File: config.mk
export PLATFORM = sky130hd
export DESIGN_NAME = uart_addr_rx
export DESIGN_NICKNAME = d
export VERILOG_FILES = /design/src/rtl/uart_rx_pkg.sv /design/src/rtl/uart_rx_sync.sv /design/src/rtl/uart_rx_bitfsm.sv /design/src/rtl/uart_rx_hold.sv /design/src/rtl/uart_addr_rx.sv
export SDC_FILE = /design/constraint.sdc
export NUM_CORES = 1
export LEC_CHECK = 0
export ABC_AREA = 1
export CAP_MARGIN = 20
export CORE_MARGIN = 2
export CORE_UTILIZATION = 48
export DETAILED_ROUTE_END_ITERATION = 16
export DONT_BUFFER_PORTS = 1
export GPL_TIMING_DRIVEN = 1
export HOLD_SLACK_MARGIN = 0.15
export PLACE_DENSITY_LB_ADDON = 0.1
export SLEW_MARGIN = 20
export SYNTH_ARGS = -nofsm -noshare
export SYNTH_HDL_FRONTEND = slang
export SYNTH_HIERARCHICAL = 1
export SYNTH_SLANG_ARGS = --single-unit
File: constraint.sdc
create_clock -name clk -period 4 [get_ports clk]
set_input_delay 0.4 -clock clk [delete_from_list [all_inputs] [get_ports clk]]
set_output_delay 0.4 -clock clk [all_outputs]
set_load 0.02 [all_outputs]
File: src/rtl/uart_rx_pkg.sv
package uart_rx_pkg;
  localparam int MAX_W = 8;

  typedef enum logic [2:0] {
    ST_IDLE, ST_START, ST_DATA, ST_PAR, ST_STOP, ST_WAIT_HI
  } rx_state_e;

  typedef struct packed {
    logic [MAX_W-1:0] data;
    logic             par_bit;
    logic             stop_bit;
    logic             all_low;
  } rx_frame_t;
endpackage

File: src/rtl/uart_rx_sync.sv
module uart_rx_sync #(
  parameter int STAGES = 2
) (
  input  logic clk,
  input  logic rst_n,
  input  logic din,
  output logic dout
);
  logic [STAGES-1:0] chain_q;

  always_ff @(posedge clk or negedge rst_n) begin
    if (!rst_n) chain_q <= '1;
    else        chain_q <= {chain_q[STAGES-2:0], din};
  end

  assign dout = chain_q[STAGES-1];
endmodule

File: src/rtl/uart_rx_bitfsm.sv
module uart_rx_bitfsm
  import uart_rx_pkg::*;
#(
  parameter int OVERSAMPLE = 16
) (
  input  logic      clk,
  input  logic      rst_n,
  input  logic      tick,
  input  logic      rxd,
  input  logic [1:0] len_sel,
  input  logic      par_on,
  output logic      frame_done,
  output rx_frame_t frame
);
  localparam int CW  = $clog2(OVERSAMPLE);
  localparam int IW  = $clog2(MAX_W);
  localparam int MID = OVERSAMPLE/2 - 1;

  rx_state_e         state_q, state_d;
  logic [CW-1:0]     cnt_q, cnt_d;
  logic [IW-1:0]     idx_q, idx_d;
  logic [MAX_W-1:0]  data_q, data_d;
  logic              par_q, par_d, stop_q, stop_d, low_q, low_d, done_q, done_d;
  logic [IW-1:0]     last_idx;
  logic              at_end;

  assign last_idx = IW'(len_sel) + IW'(4);
  assign at_end   = (cnt_q == CW'(OVERSAMPLE-1));

  always_comb begin
    state_d = state_q;
    cnt_d   = cnt_q;
    idx_d   = idx_q;
    data_d  = data_q;
    par_d   = par_q;
    stop_d  = stop_q;
    low_d   = low_q;
    done_d  = 1'b0;
    case (state_q)
      ST_IDLE: if (tick && !rxd) begin
        state_d = ST_START;
        cnt_d   = '0;
        data_d  = '0;
        par_d   = 1'b0;
        low_d   = 1'b1;
      end
      ST_START: if (tick) begin
        if (cnt_q == CW'(MID)) begin
          cnt_d = '0;
          idx_d = '0;
          state_d = rxd ? ST_IDLE : ST_DATA;
        end else cnt_d = cnt_q + 1'b1;
      end
      ST_DATA: if (tick) begin
        cnt_d = cnt_q + 1'b1;
        if (at_end) begin
          data_d[idx_q] = rxd;
          low_d = low_q & ~rxd;
          idx_d = idx_q + 1'b1;
          if (idx_q == last_idx) state_d = par_on ? ST_PAR : ST_STOP;
        end
      end
      ST_PAR: if (tick) begin
        cnt_d = cnt_q + 1'b1;
        if (at_end) begin
          par_d   = rxd;
          low_d   = low_q & ~rxd;
          state_d = ST_STOP;
        end
      end
      ST_STOP: if (tick) begin
        cnt_d = cnt_q + 1'b1;
        if (at_end) begin
          stop_d  = rxd;
          low_d   = low_q & ~rxd;
          done_d  = 1'b1;
          state_d = rxd ? ST_IDLE : ST_WAIT_HI;
        end
      end
      ST_WAIT_HI: if (rxd) state_d = ST_IDLE;
      default: state_d = ST_IDLE;
    endcase
  end

  always_ff @(posedge clk or negedge rst_n) begin
    if (!rst_n) begin
      state_q <= ST_IDLE;
      cnt_q   <= '0;
      idx_q   <= '0;
      data_q  <= '0;
      par_q   <= 1'b0;
      stop_q  <= 1'b1;
      low_q   <= 1'b0;
      done_q  <= 1'b0;
    end else begin
      state_q <= state_d;
      cnt_q   <= cnt_d;
      idx_q   <= idx_d;
      data_q  <= data_d;
      par_q   <= par_d;
      stop_q  <= stop_d;
      low_q   <= low_d;
      done_q  <= done_d;
    end
  end

  assign frame_done     = done_q;
  assign frame.data     = data_q;
  assign frame.par_bit  = par_q;
  assign frame.stop_bit = stop_q;
  assign frame.all_low  = low_q;

  AST_FALSE_START: assert property (@(posedge clk) disable iff (!rst_n)
    (state_q == ST_START && tick && cnt_q == CW'(MID) && rxd) |=> (state_q == ST_IDLE && !done_q));
  AST_DONE_SINGLE: assert property (@(posedge clk) disable iff (!rst_n)
    done_q |=> !done_q);
  AST_BREAK_REARM: assert property (@(posedge clk) disable iff (!rst_n)
    (state_q == ST_WAIT_HI && !rxd) |=> (state_q == ST_WAIT_HI));
endmodule

File: src/rtl/uart_rx_hold.sv
module uart_rx_hold
  import uart_rx_pkg::*;
(
  input  logic             clk,
  input  logic             rst_n,
  input  logic             frame_done,
  input  rx_frame_t        frame,
  input  logic             par_on,
  input  logic             par_odd,
  input  logic             multidrop,
  input  logic             accept,
  input  logic             rd,
  output logic [MAX_W-1:0] rx_data,
  output logic             data_ready,
  output logic             err_frame,
  output logic             err_parity,
  output logic             err_overrun,
  output logic             brk_seen,
  output logic             addr_seen,
  output logic             addr_irq
);
  logic [MAX_W-1:0] data_q, data_d;
  logic rdy_q, rdy_d, fe_q, fe_d, pe_q, pe_d, oe_q, oe_d;
  logic bk_q, bk_d, as_q, as_d, ai_q, ai_d;
  logic is_addr, keep, occupied, par_bad;

  assign is_addr  = multidrop & frame.par_bit;
  assign keep     = ~multidrop | is_addr | accept;
  assign occupied = rdy_q & ~rd;
  assign par_bad  = par_on & ~multidrop & (^frame.data ^ frame.par_bit ^ par_odd);

  always_comb begin
    data_d = data_q;
    rdy_d  = rdy_q;
    fe_d   = fe_q;
    pe_d   = pe_q;
    oe_d   = oe_q;
    bk_d   = bk_q;
    as_d   = as_q;
    ai_d   = ai_q;
    if (rd) begin
      rdy_d = 1'b0;
      fe_d  = 1'b0;
      pe_d  = 1'b0;
      oe_d  = 1'b0;
      bk_d  = 1'b0;
      ai_d  = 1'b0;
    end
    if (frame_done && keep) begin
      if (occupied) oe_d = 1'b1;
      else begin
        data_d = frame.data;
        rdy_d  = 1'b1;
        fe_d   = ~frame.stop_bit;
        pe_d   = par_bad;
        bk_d   = frame.all_low;
        as_d   = is_addr;
        ai_d   = is_addr;
      end
    end
  end

  always_ff @(posedge clk or negedge rst_n) begin
    if (!rst_n) begin
      data_q <= '0;
      rdy_q  <= 1'b0;
      fe_q   <= 1'b0;
      pe_q   <= 1'b0;
      oe_q   <= 1'b0;
      bk_q   <= 1'b0;
      as_q   <= 1'b0;
      ai_q   <= 1'b0;
    end else begin
      data_q <= data_d;
      rdy_q  <= rdy_d;
      fe_q   <= fe_d;
      pe_q   <= pe_d;
      oe_q   <= oe_d;
      bk_q   <= bk_d;
      as_q   <= as_d;
      ai_q   <= ai_d;
    end
  end

  assign rx_data     = data_q;
  assign data_ready  = rdy_q;
  assign err_frame   = fe_q;
  assign err_parity  = pe_q;
  assign err_overrun = oe_q;
  assign brk_seen    = bk_q;
  assign addr_seen   = as_q;
  assign addr_irq    = ai_q;

  AST_READY_AFTER_STORE: assert property (@(posedge clk) disable iff (!rst_n)
    (frame_done && keep && !occupied) |=> data_ready);
  AST_READ_CLEARS: assert property (@(posedge clk) disable iff (!rst_n)
    (rd && !frame_done) |=> (!data_ready && !err_overrun && !addr_irq));
  AST_OVERRUN_KEEPS: assert property (@(posedge clk) disable iff (!rst_n)
    (frame_done && keep && occupied) |=> (err_overrun && $stable(rx_data)));
  AST_ADDR_IRQ: assert property (@(posedge clk) disable iff (!rst_n)
    (frame_done && multidrop && frame.par_bit && !occupied) |=> (addr_irq && !err_parity));
  AST_DISCARD_DATA: assert property (@(posedge clk) disable iff (!rst_n)
    (frame_done && multidrop && !frame.par_bit && !accept && !rdy_q) |=> !data_ready);
endmodule

File: src/rtl/uart_addr_rx.sv
module uart_addr_rx
  import uart_rx_pkg::*;
#(
  parameter int OVERSAMPLE  = 16,
  parameter int SYNC_STAGES = 2
) (
  input  logic       clk,
  input  logic       rst_n,
  input  logic       tick16,
  input  logic       rxd,
  input  logic [1:0] cfg_len,
  input  logic       cfg_par_en,
  input  logic       cfg_par_odd,
  input  logic       cfg_multidrop,
  input  logic       cfg_accept,
  input  logic       rd_pulse,
  output logic [7:0] rx_data,
  output logic       data_ready,
  output logic       err_frame,
  output logic       err_parity,
  output logic       err_overrun,
  output logic       brk_seen,
  output logic       addr_seen,
  output logic       addr_irq
);
  logic      rxd_s;
  logic      par_on;
  logic      done;
  rx_frame_t frame;

  assign par_on = cfg_par_en | cfg_multidrop;

  uart_rx_sync #(.STAGES(SYNC_STAGES)) u_sync (
    .clk(clk), .rst_n(rst_n), .din(rxd), .dout(rxd_s)
  );

  uart_rx_bitfsm #(.OVERSAMPLE(OVERSAMPLE)) u_fsm (
    .clk(clk), .rst_n(rst_n), .tick(tick16), .rxd(rxd_s),
    .len_sel(cfg_len), .par_on(par_on), .frame_done(done), .frame(frame)
  );

  uart_rx_hold u_hold (
    .clk(clk), .rst_n(rst_n), .frame_done(done), .frame(frame),
    .par_on(par_on), .par_odd(cfg_par_odd), .multidrop(cfg_multidrop),
    .accept(cfg_accept), .rd(rd_pulse), .rx_data(rx_data),
    .data_ready(data_ready), .err_frame(err_frame), .err_parity(err_parity),
    .err_overrun(err_overrun), .brk_seen(brk_seen), .addr_seen(addr_seen),
    .addr_irq(addr_irq)
  );

  AST_BREAK_PAIR: assert property (@(posedge clk) disable iff (!rst_n)
    brk_seen |-> err_frame);
endmodule

Yosys cells after proc, flatten, opt, wreduce, memory -nomap -nowiden
Index checks and enable logic that the tools add are counted.
{ "totals": {"register_bits": 39, "latchBits": 0, "ram_bits": 0, "romBits": 0, "inputBits": 11, "output_inout_bits": 15, "wordCells": 139, "mem_count": 0} }
{ "classes": {"addsub": 3, "multipliers": 0, "div": 0, "n_lt_le_gt_ge": 2, "n_eq_ne": 21, "shifts": 0, "mux": 61, "n_bitwise": 15, "n_reduce_logical": 20} }
{ "op_table": {"columns": ["op", "n"], "rows": [
  ["3-bit two-way mux", 17],
  ["1-bit two-way mux", 28],
  ["8-bit two-way mux", 3],
  ["3-bit one-hot mux with 6 select lines", 1],
  ["4-bit two-way mux", 4],
  ["2-bit by 1-bit inequality test with 1-bit output, second input constant", 8],
  ["8-bit one-hot mux with 2 select lines", 1],
  ["4-bit AND reduction", 4],
  ["4-bit one-hot mux with 3 select lines", 1],
  ["11-bit AND reduction", 1],
  ["2-bit inequality test, second input constant", 5],
  ["8-bit bitwise mux", 1],
  ["2-bit nonzero test", 4],
  ["8-bit XOR reduction", 1],
  ["3-bit by 2-bit == test with 1-bit output, second input constant", 2],
  ["3-bit == test, second input constant", 2],
  ["3-bit one-hot mux with 2 select lines", 1],
  ["1-bit AND", 5],
  ["1-bit NOT", 5],
  ["5-bit AND reduction", 1],
  ["4-bit by 1-bit adder with 4-bit output, second input constant", 1],
  ["4-bit by 3-bit == test with 1-bit output, second input constant", 1],
  ["4-bit == test, second input constant", 1],
  ["3-bit by 4-bit less-than comparator with 1-bit output, second input constant", 1],
  ["17 further kinds", 23]
]} }

Depth between registers and ports, before layout
Gate-level depths: netlist of run 1.
{ "logic_depth": {"ltp_word": 8, "ltp_mapped": 11, "depth_no_buf": 10} }

Hierarchy
Netlist of run 1, hierarchy kept.
{ "modules_own_cells": {"columns": ["module", "n_inst", "cells_each", "area_each_um2", "seq_area_each_um2"], "rows": [
  ["uart_rx_bitfsm", 1, 181, 1342.5, 551.8],
  ["uart_rx_hold", 1, 107, 797.0, 375.4],
  ["uart_rx_sync", 1, 2, 52.6, 52.6],
  ["uart_addr_rx", 1, 3, 11.3, 0.0]
]} }

Worst setup path before layout of run 1
Ideal clock, no wire load.
{ "synth_path": {"path_type": "register to register", "startpoint": "register u_fsm.cnt_q[0]", "endpoint": "register u_fsm.state_q[2]", "setup_ns": 0.117, "arrival_time_ns": 1.212, "required_ns": 3.883, "setup_slack_ns": 2.671, "path_stages_with_launch": 11, "n_path_buf": 0, "period_less_slack_ns": 1.329, "path_cell_list": "dfrtp_1 > ha_1 > nand2_1 > inv_1 > nand2_1 > nand2_2 > nand2_1 > nor2_2 > nand3_2 > nand2_1 > nand2_1"} }
{ "synth_between": {"elab_chain_cells": 3, "word_cells_on_any_way": 7, "cone_classes": "eq/ne (6); reduce/logical (1)"} }
{ "synth_rtl": {"columns": ["item", "line", "source"], "rows": [
  ["from (decl)", "uart_rx_bitfsm.sv:20", "logic [CW-1:0] cnt_q, cnt_d;"],
  ["from (signal assigned)", "uart_rx_bitfsm.sv:97", "cnt_q <= cnt_d;"],
  ["4-bit == test or 4-bit by 3-bit == test with 1-bit output (tied branches)", "uart_rx_bitfsm.sv:28, uart_rx_bitfsm.sv:48", null],
  ["2-bit by 1-bit inequality test with 1-bit output (no source line)", null, null],
  ["11-bit AND reduction (no source line) *", null, null],
  ["to (signal assigned)", "uart_rx_bitfsm.sv:96", "state_q <= state_d;"],
  ["to (decl)", "uart_rx_bitfsm.sv:19", "rx_state_e state_q, state_d;"]
]} }
Mark *: on every way between the ends. The rest lies on a longest branch, timed or not.
A chain may end at the register's enable or synchronous reset.

Final worst setup path of run 1
{ "layout_path": {"startpoint": "register u_fsm.state_q[0]", "endpoint": "register u_fsm.data_q[2]"} }
{ "layout_between": {"elab_chain_cells": 3, "word_cells_on_any_way": 8, "cone_classes": "eq/ne (4); mux (1); reduce/logical (3)"} }
{ "layout_rtl": {"columns": ["item", "line", "source"], "rows": [
  ["3-bit by 2-bit == test with 1-bit output or 3-bit zero test (tied branches)", "uart_rx_bitfsm.sv:39", "case (state_q)"],
  ["2-bit by 1-bit inequality test with 1-bit output (no source line), or another cell as far along", null, null],
  ["4-bit AND reduction (no source line)", null, null],
  ["to (signal assigned)", "uart_rx_bitfsm.sv:99", "data_q <= data_d;"],
  ["to (decl)", "uart_rx_bitfsm.sv:22", "logic [MAX_W-1:0] data_q, data_d;"]
]} }
Several ways; a longest one is shown, not always the timed one.

==> impl_metrics.py, run 1 <==
metrics = {
    "synthesis": {
        "syn_nets": 306,
        "ys_top_cells_by_area": "dfrtp_1 41%, nand2_1 19%, nand3_1 8.6%, o21ai_0 5.9%, inv_1 4.4%",
        "synthCells": 293,
        "yosys_warnings": 6,
        "yosysTopAreaCellShare_pct": 40.9,
        "synth_seq_cells": 39,
        "synth-seq-area-share_pct": 44.5,
        "synth_top_area_cell": "dfrtp_1",
        "synth_area_per_cell_um2": 7.52,
        "synth.distinct_cells": 32,
        "syn_area_um2": 2200,
    },
    "setup_path": {
        "cp.arrival_ns": 1.72,
        "r2r_end": "u_fsm/data_q[2]$_DFFE_PN0P_",
        "endpoint_kind": "flip-flop",
        "r2r-start": "u_fsm/state_q[0]$_DFFE_PN0P_",
        "r2r_slack_ns": 2.44,
        "endpoint": "u_fsm/data_q[2]$_DFFE_PN0P_",
        "timing_worst_setup_path_type": "flip-flop to flip-flop",
        "crit_path_start": "u_fsm/state_q[0]$_DFFE_PN0P_",
        "cp-start-kind": "flip-flop",
        "crit_required_ns": 4.16,
        "cp_max_fo": 8,
        "reg2reg_depth": 6,
    },
    "clock_network": {
        "post_cts_resized": 0,
        "post_cts.repair.setup_buffers": 0,
        "h-tree-depth": 2,
        "clk_latency_ns": 0.29,
        "cts.sinks": 39,
        "clk_pin_slew_worst_paths_ns": 0.08,
        "cts_tree": "done",
        "ctsHoldBuffers": 3,
        "numCtsBuffers": 5,
        "cts.path.max_buffers": 2,
        "cts_root_buffer": "clkbuf_8",
    },
    "timing": {
        "max_freq_ghz": 0.641,
        "fin_crit_ns": 1.56,
        "relSlewSlack_pct": 76.1,
        "finalHoldViolations": 0,
        "fin_ws_ns": 2.44,
        "drv_slew": 0,
        "fin_setup_tns_ns": 0,
        "rsz0062_at_grt": "no",
        "finClkSkew_ns": 0.00181,
        "period_share_pct": 39.0,
        "holdWs_ns": 0.292,
        "worst_slew_pin_slew_ns": 0.358,
        "setup_viol": 0,
    },
    "routing": {
        "via_per_inst": 5.23,
        "wire_per_inst_um": 12.1,
        "drt_iter0_markers": 73,
        "drtPass1Iterations": 4,
        "drtAntennaViolNets": 0,
        "remaining_drc_errors": 0,
        "routed_wl_mm": 4.23,
        "vias": 1830,
    },
    "pwr": {
        "p_per_area_nw_per_um2": 499,
        "peakVddDrop_mv": 0.250,
        "p_leak_nw": 1.20,
    },
    "final_layout": {
        "stdcell_count": 350,
        "fin_nets": 310,
        "layout_common_cells": "114 x nand2_1, 38 x nand3_1, 36 x dfrtp_1",
        "n_fill_cell": 415,
        "layout-drive-gt1-share_pct": 10.4,
        "n_antenna_cell": 0,
        "multiInputGateArea_um2": 1070,
        "final_common_cell": "nand2_1",
        "regArea_um2": 980,
        "area_delta_synth_final_pct": 8.06,
    },
    "floorplan": {
        "core_area_um2": 4380,
        "std_cell_rows": 24,
        "start_util_pct": 50.3,
        "die_area_um2": 5150,
        "io_pins": 26,
        "die_w_um": 71.8,
        "die_h_um": 71.8,
    },
    "hold_path": {
        "hp-class": "primary input to flip-flop",
        "hold_depth": 2,
    },
    "global_route": {
        "grt_overflow": 0,
        "gr-usage-all-layers_pct": 18.8,
        "antenna_found_initial": 0,
        "grt_pass1_wl_mm": 7.70,
        "grt_max_degree": 40,
        "grt_pass1_vias": 1750,
    },
    "run_status": {
        "status": "completed",
    },
    "place": {
        "hpwl_mm": 3.11,
        "dpl_worst_slack_ns": 2.46,
        "port_buffers": 0,
        "routabilityCongestion": 0.843,
        "dp_cells": 339,
    },
    "flow_run": {
        "cap_violations": 0,
    },
}
[how the worst min path moves through the flow]
stage                       start                            end
floorplan                   rst_n     u_fsm/cnt_q[0]$_DFFE_PN0P_
global placement            rst_n  u_hold/rx_data[5]$_DFFE_PN0P_
detailed placement          rst_n  u_hold/rx_data[5]$_DFFE_PN0P_
CTS                 cfg_multidrop   u_hold/addr_seen$_DFFE_PN0P_
global route        cfg_multidrop    u_hold/err_parity$_DFF_PN0_
finish              cfg_multidrop   u_hold/addr_seen$_DFFE_PN0P_
[per-stage QoR]
step                      cell area [um2]  power (mW)  utilization [%]
final                                2380        1.19             54.3
after global routing                 2380        1.29             54.3
after CTS                            2380        1.20             54.3
after detailed placement             2220       0.843             50.7
after global placement               2220       0.842             50.7
after floorplan                      2200       0.781                -
[registers in the layout (all words and copies together), names as in the netlist, 2 cells and up]
name and count:
u_fsm/state_q 3, u_fsm/idx_q 3, u_fsm/data_q 8, u_fsm/cnt_q 4, u_hold/rx_data 8, u_sync/chain_q 2
[logic make-up (layout without fill, tap and decap cells)]
group | after synthesis | after routing | share of synthesized area, %
and+or+nand+nor | 178 | 178 | 37.5
xor gates and xnor gates | 3 | 3 | 1.19
DFF | 39 | 39 | 44.5
adders and majority gates | 2 | 2 | 1.14
AOI/OAI and AO/OA | 35 | 35 | 8.52
buffers and inverters | 36 | 41 | 7.15
[cells in the mapped netlist (all sizes together)]
master  instances
a21boi          1
a21oi           1
a22o            1
buf             5
clkbuf          1
dfrtp          36
dfstp           3
ha              2
inv            30
nand2         119
nand3          41
nand3b          1
nand4           6
nor2            9
nor3b           1
o211ai          1
o21ai          29
o21bai          1
o22ai           1
or2             1
xnor2           1
xor2            2
[where the power goes]
part | switching [mW] | internal, mW
logic | 0.253 | 0.121
registers | 0.0457 | 0.428
clock network | 0.138 | 0.202
total | 0.437 | 0.751
[routing by layer]
layer  part of all wire [%]  wire [um]  track usage, %  vias to the layer above
met5                      0          0               0                        -
met4                   0.45         19            4.82                        0
met3                    5.4        229            5.63                        2
met2                     45       1900            29.4                       48
met1                     49       2080            25.6                      823
li1                       -          -               -                      957
[worst max-delay path: stages, from the launching register on]
cell     delay, ns
dfrtp_1       0.46
nor2_1        0.30
nand4_1       0.18
nand2_1       0.23
nand3_1       0.11
nand2_1       0.07
o21ai_0       0.08
[cell type report]
class | instances | share of cell area, %
multi-input combinational | 218 | 44.8
sequential | 39 | 41.1
inverter | 30 | 4.73
clock buffer | 6 | 3.47
tap | 52 | 2.73
timing repair buffer | 3 | 1.68
clock inverter | 2 | 1.47
No activity file was read; power rests on OpenSTA's default activity.
==> run 2, diff against run 1 <==
ABC_AREA = 0   (was 1)
clock period = 1.3 ns   (was 4 ns; I/O delays follow)
==> impl_metrics.py, run 2 <==
metrics = {
    "timing": {
        "fin_setup_tns_ns": -4.55,
        "max_freq_ghz": 0.644,
        "fin_ws_ns": -0.254,
        "holdWs_ns": 0.195,
        "relSlewSlack_pct": 66.9,
        "fin_crit_ns": 1.55,
        "setup_viol": 31,
        "period_share_pct": 120,
        "finalHoldViolations": 0,
        "worst_slew_pin_slew_ns": 0.497,
        "rsz0062_at_grt": "yes",
        "drv_slew": 0,
        "finClkSkew_ns": 0.00530,
    },
    "setup_path": {
        "cp-start-kind": "flip-flop",
        "cp_max_fo": 4,
        "timing_worst_setup_path_type": "flip-flop to flip-flop",
        "endpoint_kind": "flip-flop",
        "crit_required_ns": 1.48,
        "cp.arrival_ns": 1.73,
    },
    "final_layout": {
        "final_area_um2": 2990,
        "final_common_cell": "buf_4",
        "multiInputGateArea_um2": 1330,
        "fin_nets": 265,
        "n_fill_cell": 323,
        "layout_common_cells": "42 x buf_4, 32 x dfrtp_1, 15 x nand2_1",
        "regArea_um2": 985,
        "stdcell_count": 305,
        "n_antenna_cell": 0,
        "layout-drive-gt1-share_pct": 45.8,
        "area_delta_synth_final_pct": 38.7,
        "final_util_pct": 68.7,
    },
    "place": {
        "dpl_cell_area_um2": 2560,
        "hpwl_mm": 3.41,
        "port_buffers": 0,
        "routabilityCongestion": 0.852,
        "dpl_worst_slack_ns": -0.254,
        "dp_cells": 281,
    },
    "synthesis": {
        "syn_area_um2": 2160,
        "synth_area_per_cell_um2": 10.6,
        "synth-seq-area-share_pct": 45.4,
        "synth_top_area_cell": "dfrtp_1",
        "synth_edf_count": 0,
        "synth_common_cells": "36 x dfrtp_1, 19 x o21ai_0, 16 x nand2_1",
        "async_flop_share_pct": 100,
        "synth_top_flop_cell": "dfrtp_1",
        "yosysTopAreaCellShare_pct": 41.7,
        "synthCells": 204,
        "ys_top_cells_by_area": "dfrtp_1 42%, mux2_2 5.2%, o21ai_0 4.4%, dfstp_2 3.7%, xnor2_1 3.2%",
        "synth.distinct_cells": 56,
        "yosys_warnings": 6,
        "synth_seq_cells": 39,
        "syn_nets": 217,
        "yosysMostFrequentCell": "dfrtp_1",
    },
    "global_route": {
        "grt_overflow": 0,
        "antenna_found_initial": 0,
        "grt_max_degree": 40,
        "grt_pass1_wl_mm": 8.44,
        "gr-usage-all-layers_pct": 21.1,
        "grt_pass1_vias": 1802,
    },
    "pwr": {
        "power_mw": 3.64,
        "p_per_area_nw_per_um2": 1210,
        "peakVddDrop_mv": 0.860,
        "switching_share_pct": 30.2,
        "p_leak_nw": 1.33,
        "seqPwrFrac_pct": 40.4,
        "switchingPower_mw": 1.10,
        "combPwrFrac_pct": 30.5,
        "clockPowerShare_pct": 29.1,
        "cellInternalPower_mw": 2.54,
    },
    "routing": {
        "wire_per_inst_um": 16.9,
        "remaining_drc_errors": 0,
        "via_per_inst": 5.83,
        "drtPass1Iterations": 4,
        "routed_wl_mm": 5.17,
        "drt_iter0_markers": 107,
        "drtAntennaViolNets": 0,
        "vias": 1777,
    },
    "floorplan": {
        "io_pins": 26,
        "core_area_um2": 4350,
        "die_area_um2": 5050,
        "die_w_um": 71.1,
        "die_h_um": 71.1,
        "start_util_pct": 49.6,
        "std_cell_rows": 24,
    },
    "clock_network": {
        "numCtsBuffers": 5,
        "clk_pin_slew_worst_paths_ns": 0.08,
        "clk_latency_ns": 0.29,
        "cts_root_buffer": "clkbuf_8",
        "cts_tree": "done",
        "cts.sinks": 39,
        "h-tree-depth": 2,
        "cts.path.max_buffers": 2,
    },
    "run_status": {
        "violations": "setup timing",
        "status": "finished with violations",
    },
    "flow_run": {
        "cap_violations": 0,
    },
    "hold_path": {
        "hp-class": "primary input to flip-flop",
    },
}
run 2: cell count changes in the layout (fill, tap and decap cells not counted), moves of 6 or more:
| cell | previous run | this run |
|---|---|---|
| buf_4 | 0 | 42 |
| buf_6 | 0 | 6 |
| inv_1 | 26 | 3 |
| mux2_4 | 0 | 10 |
| nand2_1 | 114 | 15 |
| nand2b_1 | 0 | 6 |
| nand3_1 | 38 | 1 |
| o21ai_0 | 26 | 7 |
| o21ai_1 | 3 | 11 |
| xnor2_1 | 1 | 7 |
run 2: repair_timing:
item                                   4_1_cts  5_1_grt
hold buffers                                 5        1
endpoints found under the hold margin       50        4
setup endpoints to repair                   34       35
pin swaps                                    6       13
gates cloned                                 1        0
setup buffers                                6        3
gates resized for setup                     19       18
run 2: critical path, stage by stage (launching register included):
cell and delay (ns):
dfrtp_2 0.45, buf_6 0.15, o21ai_4 0.24, o311ai_4 0.14
o211ai_1 0.14, mux2_4 0.32
run 2: layout make-up:
type | count | share of cell area (%)
Inverter | 3 | 0.376
Timing Repair Buffer | 56 | 16.3
Clock buffer | 6 | 2.76
Tap cell | 52 | 2.17
Multi-Input combinational cell | 147 | 44.3
Clock inverter | 2 | 1.17
Sequential cell | 39 | 32.9
run 2: power by group through the flow:
stage          clock (mW)  sequential (mW)  combinational [mW]
6_report             1.06             1.47                1.11
5_1_grt              1.12             1.49                1.20
4_1_cts              1.08             1.47                1.05
3_5_place_dp            0             1.48               0.947
3_3_place_gp            0             1.47               0.930
2_1_floorplan           0             1.47               0.666
run 2: kinds of logic (layout without fill, tap and decap cells):
family	Yosys count	after routing	synth area share, %
AND/OR/NAND/NOR	67	68	19.1
AO/OA/AOI/OAI	54	54	17.0
flip-flops	39	39	45.4
buffers and inverters	19	67	5.56
multiplexers	12	12	6.61
XOR/XNOR	11	11	5.10
adder cells (fa/ha/maj)	2	2	1.16
run 2: worst paths after layout:
kind / start / to / slack (ns) / depth (start not counted)
worst max-delay path: u_fsm/state_q[1]$_DFFE_PN0P_ / u_fsm/state_q[0]$_DFFE_PN0P_ / -0.25 / 5
worst min-delay path: rd_pulse / u_hold/data_ready$_DFF_PN0_ / 0.20 / 2
worst max register to register: u_fsm/state_q[1]$_DFFE_PN0P_ / u_fsm/state_q[0]$_DFFE_PN0P_ / -0.25 / 5
worst min register to register: u_sync/chain_q[0]$_DFF_PN1_ / u_sync/chain_q[1]$_DFF_PN1_ / 0.37 / 0
max in group asynchronous: rst_n / u_sync/chain_q[0]$_DFF_PN1_ / 0.73 / 2
min in group asynchronous: rst_n / u_hold/err_parity$_DFF_PN0_ / 0.31 / 2
run 2: metal layers:
metal / vias up / wire (um) / global-route usage (%)
li1: 847 / - / -
met1: 864 / 2270 / 26.4
met2: 56 / 2580 / 36.0
met3: 10 / 227 / 5.27
met4: 0 / 80 / 6.50
met5: - / 0 / 0
